$ cat src/rtl/ddr3_init_pkg.sv
package ddr3_init_pkg;

  typedef enum logic [3:0] {
    ST_IDLE, ST_RST, ST_CKE, ST_MR2, ST_MR3, ST_MR1, ST_MR0, ST_MR0B, ST_ZQ, ST_DONE
  } seq_state_e;

  typedef struct packed {
    logic ras;
    logic cas;
    logic we;
    logic cs;
  } cmd_bits_t;

  localparam int DLL_RST_BIT = 8;
  localparam int ZQ_LONG_BIT = 10;

  function automatic int scale_wait(input int units, input int shift);
    int v;
    v = units >>> shift;
    return (v < 1) ? 1 : v;
  endfunction

  function automatic int max2(input int a, input int b);
    return (a > b) ? a : b;
  endfunction

endpackage

$ cat src/rtl/ddr3_init_timer.sv
module ddr3_init_timer #(
  parameter int CNT_W = 16
) (
  input  logic             clk_i,
  input  logic             rst_ni,
  input  logic             load_i,
  input  logic [CNT_W-1:0] val_i,
  output logic             zero_o
);

  logic [CNT_W-1:0] cnt_q;

  always_ff @(posedge clk_i or negedge rst_ni) begin
    if (!rst_ni)            cnt_q <= '0;
    else if (load_i)        cnt_q <= val_i;
    else if (cnt_q != '0)   cnt_q <= cnt_q - 1'b1;
  end

  assign zero_o = (cnt_q == '0);

endmodule

$ cat src/rtl/ddr3_init_step.sv
module ddr3_init_step
  import ddr3_init_pkg::*;
#(
  parameter int ADDR_W = 16,
  parameter int BA_W   = 3,
  parameter int CNT_W  = 16,
  parameter int W_RST  = 1,
  parameter int W_CKE  = 1,
  parameter int W_GAP  = 1,
  parameter int W_DLL  = 1,
  parameter int W_MRD  = 1,
  parameter int W_ZQ   = 1
) (
  input  seq_state_e        state_i,
  input  logic [15:0]       mr0_i,
  input  logic [15:0]       mr1_i,
  input  logic [15:0]       mr2_i,
  input  logic [15:0]       mr3_i,
  output logic              cmd_o,
  output cmd_bits_t         bits_o,
  output logic [ADDR_W-1:0] addr_o,
  output logic [BA_W-1:0]   ba_o,
  output logic              rst_n_o,
  output logic              cke_o,
  output logic              odt_o,
  output logic [CNT_W-1:0]  wait_o
);

  localparam cmd_bits_t MRS_BITS = '{ras: 1'b1, cas: 1'b1, we: 1'b1, cs: 1'b1};
  localparam cmd_bits_t ZQ_BITS  = '{ras: 1'b0, cas: 1'b0, we: 1'b1, cs: 1'b1};

  logic dll_rst;
  assign dll_rst = mr0_i[DLL_RST_BIT];

  function automatic logic [CNT_W-1:0] wlen(input int w);
    return CNT_W'(w - 1);
  endfunction

  always_comb begin
    cmd_o   = 1'b0;
    bits_o  = '0;
    addr_o  = '0;
    ba_o    = '0;
    rst_n_o = 1'b1;
    cke_o   = 1'b1;
    odt_o   = 1'b1;
    wait_o  = '0;
    unique case (state_i)
      ST_IDLE: begin rst_n_o = 1'b0; cke_o = 1'b0; odt_o = 1'b0; end
      ST_RST:  begin cke_o = 1'b0; wait_o = wlen(W_RST); end
      ST_CKE:  wait_o = wlen(W_CKE);
      ST_MR2:  begin cmd_o = 1'b1; bits_o = MRS_BITS; addr_o = ADDR_W'(mr2_i);
                     ba_o = BA_W'(2); wait_o = wlen(W_GAP); end
      ST_MR3:  begin cmd_o = 1'b1; bits_o = MRS_BITS; addr_o = ADDR_W'(mr3_i);
                     ba_o = BA_W'(3); wait_o = wlen(W_GAP); end
      ST_MR1:  begin cmd_o = 1'b1; bits_o = MRS_BITS; addr_o = ADDR_W'(mr1_i);
                     ba_o = BA_W'(1); wait_o = wlen(W_GAP); end
      ST_MR0:  begin cmd_o = 1'b1; bits_o = MRS_BITS; addr_o = ADDR_W'(mr0_i);
                     wait_o = dll_rst ? wlen(W_DLL) : wlen(W_MRD); end
      ST_MR0B: begin cmd_o = 1'b1; bits_o = MRS_BITS;
                     addr_o = ADDR_W'(mr0_i & ~(16'(1) << DLL_RST_BIT));
                     wait_o = wlen(W_MRD); end
      ST_ZQ:   begin cmd_o = 1'b1; bits_o = ZQ_BITS;
                     addr_o = ADDR_W'(1) << ZQ_LONG_BIT; wait_o = wlen(W_ZQ); end
      default: ;
    endcase
  end

endmodule

$ cat src/rtl/ddr3_init_seq.sv
module ddr3_init_seq
  import ddr3_init_pkg::*;
#(
  parameter int ADDR_W     = 16,
  parameter int BA_W       = 3,
  parameter int WAIT_SHIFT = 0,
  parameter int CMD_GAP    = 4,
  parameter int T_RST      = 50000,
  parameter int T_CKE      = 10000,
  parameter int T_DLL      = 100,
  parameter int T_MRD      = 600,
  parameter int T_ZQ       = 600
) (
  input  logic              clk_i,
  input  logic              rst_ni,
  input  logic              start_i,
  input  logic [15:0]       mr0_i,
  input  logic [15:0]       mr1_i,
  input  logic [15:0]       mr2_i,
  input  logic [15:0]       mr3_i,
  output logic              done_o,
  output logic              mem_rst_no,
  output logic              cke_o,
  output logic              odt_o,
  output logic              cmd_valid_o,
  output logic              cmd_cs_o,
  output logic              cmd_we_o,
  output logic              cmd_cas_o,
  output logic              cmd_ras_o,
  output logic [ADDR_W-1:0] addr_o,
  output logic [BA_W-1:0]   ba_o
);

  localparam int W_RST = scale_wait(T_RST, WAIT_SHIFT);
  localparam int W_CKE = scale_wait(T_CKE, WAIT_SHIFT);
  localparam int W_DLL = scale_wait(T_DLL, WAIT_SHIFT);
  localparam int W_MRD = scale_wait(T_MRD, WAIT_SHIFT);
  localparam int W_ZQ  = scale_wait(T_ZQ, WAIT_SHIFT);
  localparam int W_GAP = (CMD_GAP < 1) ? 1 : CMD_GAP;
  localparam int W_MAX = max2(max2(max2(W_RST, W_CKE), max2(W_DLL, W_MRD)), max2(W_ZQ, W_GAP));
  localparam int CNT_W = (W_MAX < 2) ? 1 : $clog2(W_MAX);

  seq_state_e state_q, state_d;
  logic       go;
  logic       tmr_zero;

  logic              s_cmd;
  cmd_bits_t         s_bits;
  logic [ADDR_W-1:0] s_addr;
  logic [BA_W-1:0]   s_ba;
  logic              s_rst_n, s_cke, s_odt;
  logic [CNT_W-1:0]  s_wait;

  always_comb begin
    state_d = state_q;
    go      = 1'b0;
    unique case (state_q)
      ST_IDLE, ST_DONE: if (start_i) begin state_d = ST_RST; go = 1'b1; end
      default: if (tmr_zero) begin
        go = 1'b1;
        unique case (state_q)
          ST_RST:  state_d = ST_CKE;
          ST_CKE:  state_d = ST_MR2;
          ST_MR2:  state_d = ST_MR3;
          ST_MR3:  state_d = ST_MR1;
          ST_MR1:  state_d = ST_MR0;
          ST_MR0:  state_d = mr0_i[DLL_RST_BIT] ? ST_MR0B : ST_ZQ;
          ST_MR0B: state_d = ST_ZQ;
          default: state_d = ST_DONE;
        endcase
      end
    endcase
  end

  ddr3_init_step #(
    .ADDR_W(ADDR_W), .BA_W(BA_W), .CNT_W(CNT_W),
    .W_RST(W_RST), .W_CKE(W_CKE), .W_GAP(W_GAP),
    .W_DLL(W_DLL), .W_MRD(W_MRD), .W_ZQ(W_ZQ)
  ) step_i (
    .state_i(state_d), .mr0_i(mr0_i), .mr1_i(mr1_i), .mr2_i(mr2_i), .mr3_i(mr3_i),
    .cmd_o(s_cmd), .bits_o(s_bits), .addr_o(s_addr), .ba_o(s_ba),
    .rst_n_o(s_rst_n), .cke_o(s_cke), .odt_o(s_odt), .wait_o(s_wait)
  );

  ddr3_init_timer #(.CNT_W(CNT_W)) timer_i (
    .clk_i(clk_i), .rst_ni(rst_ni), .load_i(go), .val_i(s_wait), .zero_o(tmr_zero)
  );

  always_ff @(posedge clk_i or negedge rst_ni) begin
    if (!rst_ni) begin
      state_q     <= ST_IDLE;
      cmd_valid_o <= 1'b0;
      {cmd_ras_o, cmd_cas_o, cmd_we_o, cmd_cs_o} <= '0;
      addr_o      <= '0;
      ba_o        <= '0;
      mem_rst_no  <= 1'b0;
      cke_o       <= 1'b0;
      odt_o       <= 1'b0;
      done_o      <= 1'b0;
    end else begin
      state_q     <= state_d;
      cmd_valid_o <= go & s_cmd;
      if (go) begin
        {cmd_ras_o, cmd_cas_o, cmd_we_o, cmd_cs_o} <= s_bits;
        addr_o     <= s_addr;
        ba_o       <= s_ba;
        mem_rst_no <= s_rst_n;
        cke_o      <= s_cke;
        odt_o      <= s_odt;
        done_o     <= (state_d == ST_DONE);
      end
    end
  end

  a_r2_reset_phase: assert property (@(posedge clk_i) disable iff (!rst_ni)
    (state_q == ST_RST) |-> (!cke_o && odt_o && mem_rst_no && addr_o == '0 && ba_o == '0));
  a_r3_cmd_needs_levels: assert property (@(posedge clk_i) disable iff (!rst_ni)
    cmd_valid_o |-> (cke_o && odt_o && mem_rst_no));
  a_r4_mrs_bits: assert property (@(posedge clk_i) disable iff (!rst_ni)
    (cmd_valid_o && cmd_ras_o) |-> (cmd_cas_o && cmd_we_o && cmd_cs_o));
  a_r6_zq_cmd: assert property (@(posedge clk_i) disable iff (!rst_ni)
    (cmd_valid_o && !cmd_ras_o) |->
      (!cmd_cas_o && cmd_we_o && cmd_cs_o && addr_o == (ADDR_W'(1) << ZQ_LONG_BIT) && ba_o == '0));
  a_r7_done_holds: assert property (@(posedge clk_i) disable iff (!rst_ni)
    (done_o && !start_i) |=> (done_o && cke_o && odt_o && mem_rst_no));
  a_r7_no_cmd_when_done: assert property (@(posedge clk_i) disable iff (!rst_ni)
    done_o |-> !cmd_valid_o);
  a_r9_cke_falls_on_start: assert property (@(posedge clk_i) disable iff (!rst_ni)
    $fell(cke_o) |-> $past(start_i));

endmodule

$ cat config.mk
export PLATFORM = sky130hd
export DESIGN_NAME = ddr3_init_seq
export DESIGN_NICKNAME = d
export VERILOG_FILES = /design/src/rtl/ddr3_init_pkg.sv /design/src/rtl/ddr3_init_timer.sv /design/src/rtl/ddr3_init_step.sv /design/src/rtl/ddr3_init_seq.sv
export SDC_FILE = /design/constraint.sdc
export NUM_CORES = 1
export LEC_CHECK = 0
export BUFFER_PORTS_ARGS = -buffer_cell sky130_fd_sc_hd__buf_2
export CAP_MARGIN = 20
export CORE_MARGIN = 5
export CORE_UTILIZATION = 50
export DETAILED_ROUTE_END_ITERATION = 7
export GPL_ROUTABILITY_DRIVEN = 0
export GPL_TIMING_DRIVEN = 0
export MAX_ROUTING_LAYER = met4
export PLACE_DENSITY = 0.78
export SYNTH_ARGS = -nofsm -noshare
export SYNTH_HDL_FRONTEND = slang
export SYNTH_SLANG_ARGS = --single-unit
$ cat constraint.sdc
create_clock -name clk_i -period 3.1 [get_ports clk_i]
set_input_delay 0.155 -clock clk_i [delete_from_list [all_inputs] [get_ports clk_i]]
set_output_delay 0.155 -clock clk_i [all_outputs]
set_load 0.02 [all_outputs]
### Word level (Yosys, flattened, before mapping)

Cells that the tools add are included.

| storage, ports and cells | value |
|---|---|
| output and inout bits | 28 |
| input port bits | 67 |
| logic and storage cells | 60 |
| flip-flop bits (word level) | 47 |

| cells by class | value |
|---|---|
| muxes and demuxes | 18 |
| add/subtract/negate cells | 1 |
| equal/unequal tests | 17 |
| reduce and logical (&&, ||, !) cells | 11 |
| bitwise logic cells | 1 |

Operator list:

| cell | count |
|---|---|
| 16-bit one-hot mux with 6 select lines | 1 |
| 16-bit one-hot mux with 5 select lines | 1 |
| 4-bit by 3-bit equality test with 1-bit output, second input constant | 8 |
| 16-bit two-way mux | 2 |
| 4-bit one-hot mux with 7 select lines | 1 |
| 4-bit by 2-bit equality test with 1-bit output, second input constant | 4 |
| 16-bit logical NOT | 1 |
| 4-bit two-way mux | 4 |
| 16-bit nonzero test | 1 |
| 16-bit by 1-bit subtractor with 16-bit output, second input constant | 1 |
| 4-bit equality test, second input constant | 3 |
| 10-bit two-way mux | 1 |
| 4-bit by 1-bit equality test with 1-bit output, second input constant | 2 |
| 4-bit logical NOT | 2 |
| 4-bit one-hot mux with 2 select lines | 1 |
| 1-bit two-way mux | 6 |
| 2-bit one-hot mux with 3 select lines | 1 |
| 2-bit OR reduction | 3 |
| 6-bit OR reduction | 1 |
| 5-bit OR reduction | 1 |
| 3-bit OR reduction | 1 |
| 2-bit nonzero test | 1 |
| 1-bit AND | 1 |

### Depth between registers and ports, before layout

Gate-level depths: netlist of the first run.

| depth | value |
|---|---|
| depth after elaboration | 8 |
| gate-level depth with buffers | 12 |
| gate-level depth less buffers | 10 |

### Hierarchy

From an unflattened synthesis of the first run, not the netlist that was laid out.

| second synthesis, totals | value |
|---|---|
| cells, all modules | 313 |
| area, all modules | 3125.5 µm² |

By module, submodules not included:

| module | seq. area each (µm²) | times used | area each (µm²) | cells each |
|---|---|---|---|---|
| ddr3_init_seq | 800.8 | 1 | 1351.3 | 93 |
| ddr3_init_timer | 400.4 | 1 | 999.7 | 107 |
| ddr3_init_step | 0.0 | 1 | 774.5 | 113 |

### Least setup slack after synthesis of the first run

Ideal clock, no wire load.

| timing | value |
|---|---|
| kind | register to register |
| start | register timer_i.cnt_q[0] |
| end | register addr_o[3] |
| path buffers | 2 |
| required time | 2.975 ns |
| period minus slack after synthesis | 2.621 ns |
| arrival | 2.496 ns |
| slack | 0.479 ns |
| library setup time | 0.125 ns |
| cell stages (with the launch flop) | 12 |
| cell sequence | dfrtp_1 > inv_1 > ha_1 > nor3b_1 > nand4_4 > or3_1 > buf_6 > o211ai_2 > nor3_2 > buf_2 > a221oi_1 > o21ai_2 |

| on the way | value |
|---|---|
| cells in the longest elaborated chain, start to end | 5 |
| elaborated cells on any way between the ends | 12 |
| those cells by class | eq/ne: 6; mux: 5; reduce/logical: 1 |

RTL lines:

| what | line | RTL |
|---|---|---|
| from (decl) | ddr3_init_timer.sv:11 | `logic [CNT_W-1:0] cnt_q;` |
| from (signal assigned) | ddr3_init_timer.sv:15 | `else if (load_i) cnt_q <= val_i;` |
| from (signal assigned) | ddr3_init_timer.sv:16 | `else if (cnt_q != '0) cnt_q <= cnt_q - 1'b1;` |
| 16-bit logical NOT (*) | ddr3_init_timer.sv:19 | `assign zero_o = (cnt_q == '0);` |
| 4-bit two-way mux | ddr3_init_seq.sv:59 | `default: if (tmr_zero) begin` |
| 4-bit two-way mux | ddr3_init_seq.sv:57 | `unique case (state_q)` |
| 4-bit equality test (tied with other cells) | ddr3_init_step.sv:48 | `unique case (state_i)` |
| 16-bit one-hot mux with 6 select lines | ddr3_init_step.sv:48 |  |
| to (signal assigned) | ddr3_init_seq.sv:105 | `addr_o <= s_addr;` |
| to (decl) | ddr3_init_seq.sv:30 | `output logic [ADDR_W-1:0] addr_o,` |

Mark *: on every way between the ends. The rest lies on a longest branch, timed or not.
A chain may end at the register's enable or synchronous reset.

### Worst setup path in the final report of the first run

| timing | value |
|---|---|
| start | register timer_i.cnt_q[0] |
| end | register addr_o[5] |

| on the way | value |
|---|---|
| cells in the longest elaborated chain, start to end | 5 |
| elaborated cells on any way between the ends | 12 |
| those cells by class | eq/ne: 6; mux: 5; reduce/logical: 1 |

RTL lines:

| what | line | RTL |
|---|---|---|
| 16-bit logical NOT (*) | ddr3_init_timer.sv:19 |  |
| 4-bit two-way mux (*) | ddr3_init_seq.sv:59 |  |
| 4-bit two-way mux (*) | ddr3_init_seq.sv:57 |  |
| named net state_d[3] | ddr3_init_seq.sv:43 | `seq_state_e state_q, state_d;` |
| 4-bit equality test (tied with other cells) | ddr3_init_step.sv:48 |  |
| 16-bit one-hot mux with 6 select lines (*) | ddr3_init_step.sv:48 |  |

The timed path passes the listed nets; every way through them passes the cells marked *.

==> metrics, run 1 <==
status finished clean; sinks on the clock net 44; post-synthesis cell count 321; clock period minus worst slack 2.88 ns; Arrival @ worst endpoint 3.07 ns; flop-to-flop setup slack 0.22 ns; reg2reg path depth 11; top post-synthesis cells by count dfrtp_1, nand2_1, o21ai_0, nor2_1, nand3_1; most area-consuming cells after synthesis dfrtp_1, o21ai_0, a211oi_1; Compound-Gate Fraction of Synth Area 26.6%; Post-synth EDFFs 0; clk buf depth 2; ratio of cells with drive above 1 in the final layout 33.0%; Residual DRC 0; final core utilization 65.1%; sequential area share after synthesis 38.2%; number of global-route vias before repair 2,868; share of the synthesized area in the top cell type 38.2%; TritonRoute pass-1 iters 4; CP Cell Sequence inv_1, ha_1, nor3b_2, nand4_4, a221oi_2, a21o_1, buf_2, nor3_2, buf_2, a221oi_1, o21ai_1; Core Box Area 0.00554 sq mm; # IOs 95; clock-pin slew on the worst setup and hold paths 0.09 ns; crit path capture type flip-flop; CP Data Required Time 3.29 ns; Setup TNS Final 0 ns; Synth Register Bits 44; Mapped Nets 390; Pwr Density 430 mW/mm^2; Root Buffer clkbuf_8; Reg-to-Reg Start timer_i.cnt_q[0]; Synth Warn # 0; antenna violations before repair 0; Achievable Freq 347 MHz; number of distinct library cells after synthesis 57; VDD IR-drop max 265 uV; Hold WS 0.132 ns; DR vias/cell 5.76; Hold Vio Cnt, Final 0; worst hold-check path type in -> reg; P_leak 1.61 nW; number of port buffers 93; chip width 85.9 um; Rows 27; starting DRC count in detailed routing 179; Tcrit/Tclk final 92.9%; RSZ-0062 raised after global routing false; postcts setup bufs 0; Clock Skew 0.00608 ns; hold endpoint addr_o[3]; Die Y 85.9 um; Nets 492; DR WL/cell 16.8 um; Syn Area/Cell 8.98 sq um; most used cell, CP buf_2; Slew HR 47.4%; Hold Path Depth 3; critical setup path kind reg -> reg; GRT Overall Usage 23.0%; Die Footprint 0.00738 sq mm; xor/xnor share of the synthesized area 4.86%; CP max stage delay 0.41 ns; antenna diode count 0; DP Wirelength 6.31 mm; count leader, synth dfrtp_1; CTS buffer count 5; final WL 8.33 mm; top_reg_cell synth dfrtp_1; maxcap violations 0; mux cell area share after synthesis 1.17%; r2r endpoint addr_o[5]; GR Overflow Total 0; Worst-Margin Slew 0.781 ns; Simple-Gate Fraction of Synth Area 21.6%; Post-synth ARST share 100%; Worst-Skew Late Latency 0.31 ns; critical path fanouts, max 10; Final ANT Viol Nets 0; CP max-delay cell a221oi_2; hold path startpoint mr0_i[3]; largest net degree at the start of global routing 45; H-tree Lvls 2; mapped cell area 0.00288 sq mm; Setup violations, final 0; CTS tree built; largest family of logic cells by synthesized area compound AO/OA/AOI/OAI gates; Final Max Slew Viols 0; startpoint types flip-flop; area share of fa/ha/maj cells after synthesis 0.868%; Area growth, synth to finish 25.1%; global-route wire length before repair 13.3 mm; Starting Density 52.0%; top cell type by total area after synthesis dfrtp_1; Via Count 2,855
==> worst max-delay path by stage <==
| stage | cells past startpoint | endpoint | from | slack [ns] |
|---|---|---|---|---|
| 4_1_cts | 10 | addr_o[2] | timer_i.cnt_q[0] | 0.009 |
| 5_1_grt | 11 | addr_o[3] | timer_i.cnt_q[0] | 0.03 |
| 6_report | 11 | addr_o[5] | timer_i.cnt_q[0] | 0.22 |
| 3_5_place_dp | 10 | addr_o[6] | timer_i.cnt_q[0] | -0.08 |
| 2_1_floorplan | 11 | addr_o[3] | timer_i.cnt_q[0] | 0.48 |
| 3_3_place_gp | 10 | addr_o[14] | timer_i.cnt_q[0] | 0.02 |
==> sequential cells by signal, summed over array words and instances, names as in the netlist <==
name and count:
addr_o 16, timer_i.cnt_q 16, state_q 4, ba_o 2, cke_o 1, cmd_cas_o 1
cmd_cs_o 1, cmd_valid_o 1, done_o 1, odt_o 1
==> timing repair <==
item | CTS | global route
resized for setup | 1 | 3
endpoints found under the setup margin | 10 | 22
endpoints found under the hold margin | 0 | 14
pin swaps | 0 | 0
hold buffers | 0 | 1
==> cells by family (layout without fill, tap and decap cells) <==
family                   count (synthesis)  after routing
XOR/XNOR                                16             16
AND/OR/NAND/NOR                        109            109
multiplexers                             2              2
buffers and inverters                   35            138
flip-flops                              44             44
adder cells (fa/ha/maj)                  2              2
AO/OA/AOI/OAI                          112            112
other                                    1              1
==> placed cells by master (no fill, tap or decap), drive strengths merged, types with 3 or more instances in the layout <==
cell type	instances
a221oi	15
or3	5
o21ai	43
a21oi	16
xor2	7
and3	3
nor3	10
nor2	22
nand3	19
inv	12
a31oi	4
nor4	3
and2	3
a211oi	17
clkbuf	15
nand2	30
nand3b	3
buf	108
xnor2	9
dfrtp	44
==> per-stage QoR <==
step                instances  instance area, sq um  power (W)  setup slack, ns
global placement          486                  3440    0.00108           0.0230
finish                    496                  3610    0.00155            0.221
floorplan                 321                  2880   0.000984            0.479
global route              496                  3610    0.00163           0.0295
CTS                       494                  3560    0.00155          0.00880
detailed placement        486                  3440    0.00110          -0.0751
==> where the power goes <==
| part | internal, W | switching [W] | total (W) |
|---|---|---|---|
| Sequential | 0.000650 | 0.000116 | 0.000767 |
| Combinational | 0.000167 | 0.000161 | 0.000328 |
| Clock | 0.000243 | 0.000214 | 0.000456 |
==> critical path, delay by kind of cell, from the launching register on <==
kind / cells / cell delay [ns]
AOI/OAI and AO/OA: 4 / 0.97
adders and majority gates: 1 / 0.17
buffers and inverters: 3 / 0.53
DFF: 1 / 0.40
and+or+nand+nor: 3 / 0.67
==> cell type report <==
class,count,area (sq um)
buffer,24,148
clock buffer,5,68.8
clock inverter,3,46.3
fill,497,1930
inverter,11,41.3
multi-input combinational,242,1620
sequential,44,1100
tap,72,90.1
timing repair buffer,95,495
==> per-layer routing <==
| layer | vias up | track usage [%] | routed length [um] |
|---|---|---|---|
| met3 | 14 | 2.69 | 470 |
| met5 | - | - | 0 |
| met2 | 94 | 38.2 | 4320 |
| li1 | 1388 | - | - |
| met1 | 1359 | 29.5 | 3430 |
| met4 | 0 | 7.05 | 110 |
Power figures use the tool's default switching activity.
==> run 2: changes to the inputs <==
--- a/config.mk
+++ b/config.mk
@@ -14,6 +14,7 @@
 export GPL_TIMING_DRIVEN = 0
 export MAX_ROUTING_LAYER = met4
 export PLACE_DENSITY = 0.78
+export REMOVE_ABC_BUFFERS = 1
 export SYNTH_ARGS = -nofsm -noshare
 export SYNTH_HDL_FRONTEND = slang
 export SYNTH_SLANG_ARGS = --single-unit
==> metrics, run 2 (synthesized netlist as in run 1, its figures left out) <==
Arrival @ worst endpoint 3.14 ns (+0.07 ns); clock-pin slew on the worst setup and hold paths 0.08 ns (about the same); GRT Overall Usage 23.6% (+0.52 points); CTS tree built; Setup violations, final 0 (unchanged); sinks on the clock net 44 (unchanged); CP max stage delay 0.65 ns (+0.24 ns); antenna violations before repair 0 (unchanged); Worst Setup SP state_q[3]; number of port buffers 93 (unchanged); CP Data Required Time 3.32 ns (+0.03 ns); VDD IR-drop max 188 uV (-29%); status finished clean; maxcap violations 0 (unchanged); antenna diode count 0 (unchanged); Die Y 85.9 um (unchanged); clock period minus worst slack 2.92 ns (+0.0439 ns); Largest regs addr_o: 16 flops, timer_i.cnt_q: 16 flops, state_q: 4 flops; worst hold-check path type in -> reg; P_leak 1.59 nW (-1.2%); Slew HR 25.8% (-22 points); Residual DRC 0 (unchanged); CTS buffer count 5 (unchanged); ratio of cells with drive above 1 in the final layout 34.1% (+1.0 points); DR vias/cell 5.94 (+3.3%); CP max-delay cell dfrtp_1; Area growth, synth to finish 25.3%; Starting Density 52.0% (unchanged); reg2reg path depth 7 (-4); Final ANT Viol Nets 0 (unchanged); DP Wirelength 5.86 mm (-7.1%); DR WL/cell 17.7 um (+5.7%); Hold Path Depth 3 (unchanged); WP buf/inv 0 (-3); Hold Vio Cnt, Final 0 (unchanged); critical path fanouts, max 19 (+9); chip width 85.9 um (unchanged); Achievable Freq 342 MHz (-1.5%); H-tree Lvls 2 (unchanged); crit path capture type flip-flop; Final Max Slew Viols 0 (unchanged); RSZ-0062 raised after global routing false; Worst-Skew Late Latency 0.29 ns (-0.02 ns); global-route wire length before repair 13.5 mm (+1.6%); Die Footprint 0.00738 sq mm (unchanged); hold endpoint addr_o[14]; most common cell after layout, fill and taps aside buf_2; CP Cell Sequence xor2_1, or3_1, mux2i_4, a221o_4, nor2_4, a221oi_1, o21ai_0; Core Box Area 0.00554 sq mm (unchanged); final WL 8.62 mm (+3.6%); total power draw 0.00152 W (-1.9%); Hold WS 0.144 ns (+0.0127 ns); r2r endpoint addr_o[15]; Worst-Margin Slew 1.09 ns (+0.310 ns); startpoint types flip-flop; Clock Skew 0.00474 ns (-0.00134 ns); Rows 27 (unchanged); post-route insts no fill 486 (-2.0%); placed insts 464 (-4.5%); most frequent cells in the layout buf_2, dfrtp_1, nand2_1; flop-to-flop setup slack 0.18 ns (-0.04 ns); Root Buffer clkbuf_8; Tcrit/Tclk final 94.3% (+1.4 points); GR Overflow Total 0 (unchanged); Reg-to-Reg Start state_q[3]; hold path startpoint mr0_i[14]; critical setup path kind reg -> reg; starting DRC count in detailed routing 207 (+16%); Nets 482 (-2.0%); clk buf depth 2 (unchanged); # IOs 95 (unchanged); Largest delay share family, worst path compound AO/OA/AOI/OAI gates; TritonRoute pass-1 iters 5 (+1); Pwr Density 421 mW/mm^2 (-2.1%); largest net degree at the start of global routing 45 (unchanged); Via Count 2,889 (+1.2%); number of global-route vias before repair 2,760 (-3.8%)
-- run 2: cell count changes in the layout (fill, tap and decap cells not counted), moves of 2 or more --
| cell | change |
|---|---|
| clkbuf_1 | -9 |
| buf_4 | +4 |
| buf_6 | -4 |
| buf_2 | -3 |
| buf_12 | +2 |
-- run 2: cell type report --
class	instances	area (sq um)
Clock buffer	6	72.6
Clock inverter	2	35.0
Fill cell	472	1930
Inverter	11	41.3
Multi-Input combinational cell	243	1660
Sequential cell	44	1100
Tap cell	72	90.1
Timing Repair Buffer	108	616
-- run 2: timing repair --
item,in CTS,in global routing
resized for setup,7,1
hold endpoints to repair,0,44
endpoints found under the setup margin,33,19
gates cloned,1,0
hold buffers,0,1
pin swaps,1,3
setup buffers,4,7
-- run 2: worst max path at each step --
stage / endpoint / slack, ns / cells past startpoint
floorplan: addr_o[11] / 0.18 / 9
global placement: addr_o[13] / -0.69 / 9
detailed placement: addr_o[15] / -0.78 / 9
CTS: addr_o[13] / 0.08 / 9
global route: addr_o[12] / 0.01 / 7
finish: addr_o[15] / 0.18 / 7
-- run 2: layer usage --
metal	vias to the layer above	GRT usage, %	share of wire (%)
met5	-	-	0
met4	0	7.34	1.2
met3	15	3.55	6.1
met2	120	39.4	52
met1	1383	29.3	41
li1	1371	-	-
-- run 2: metrics by stage --
stage	instance area, sq um	utilization [%]	setup TNS [ns]	worst slack [ns]
after floorplan	2730	-	0	0.177
final	3610	65.2	0	0.177
after global routing	3610	65.2	0	0.0141
after detailed placement	3300	59.6	-14.38	-0.776
after CTS	3490	63.0	0	0.0818
after global placement	3290	59.4	-14.33	-0.693
-- run 2: report_power, final --
part | internal, W | leakage, nW | switching (W)
registers | 0.000650 | 0.544 | 0.000118
clock network | 0.000239 | 0.0552 | 0.000194
logic | 0.000163 | 0.995 | 0.000157
-- run 2: tightest hold or removal path: stages --
cell and delay (ns):
buf_2 0.08, a221oi_1 0.06, o21ai_1 0.11
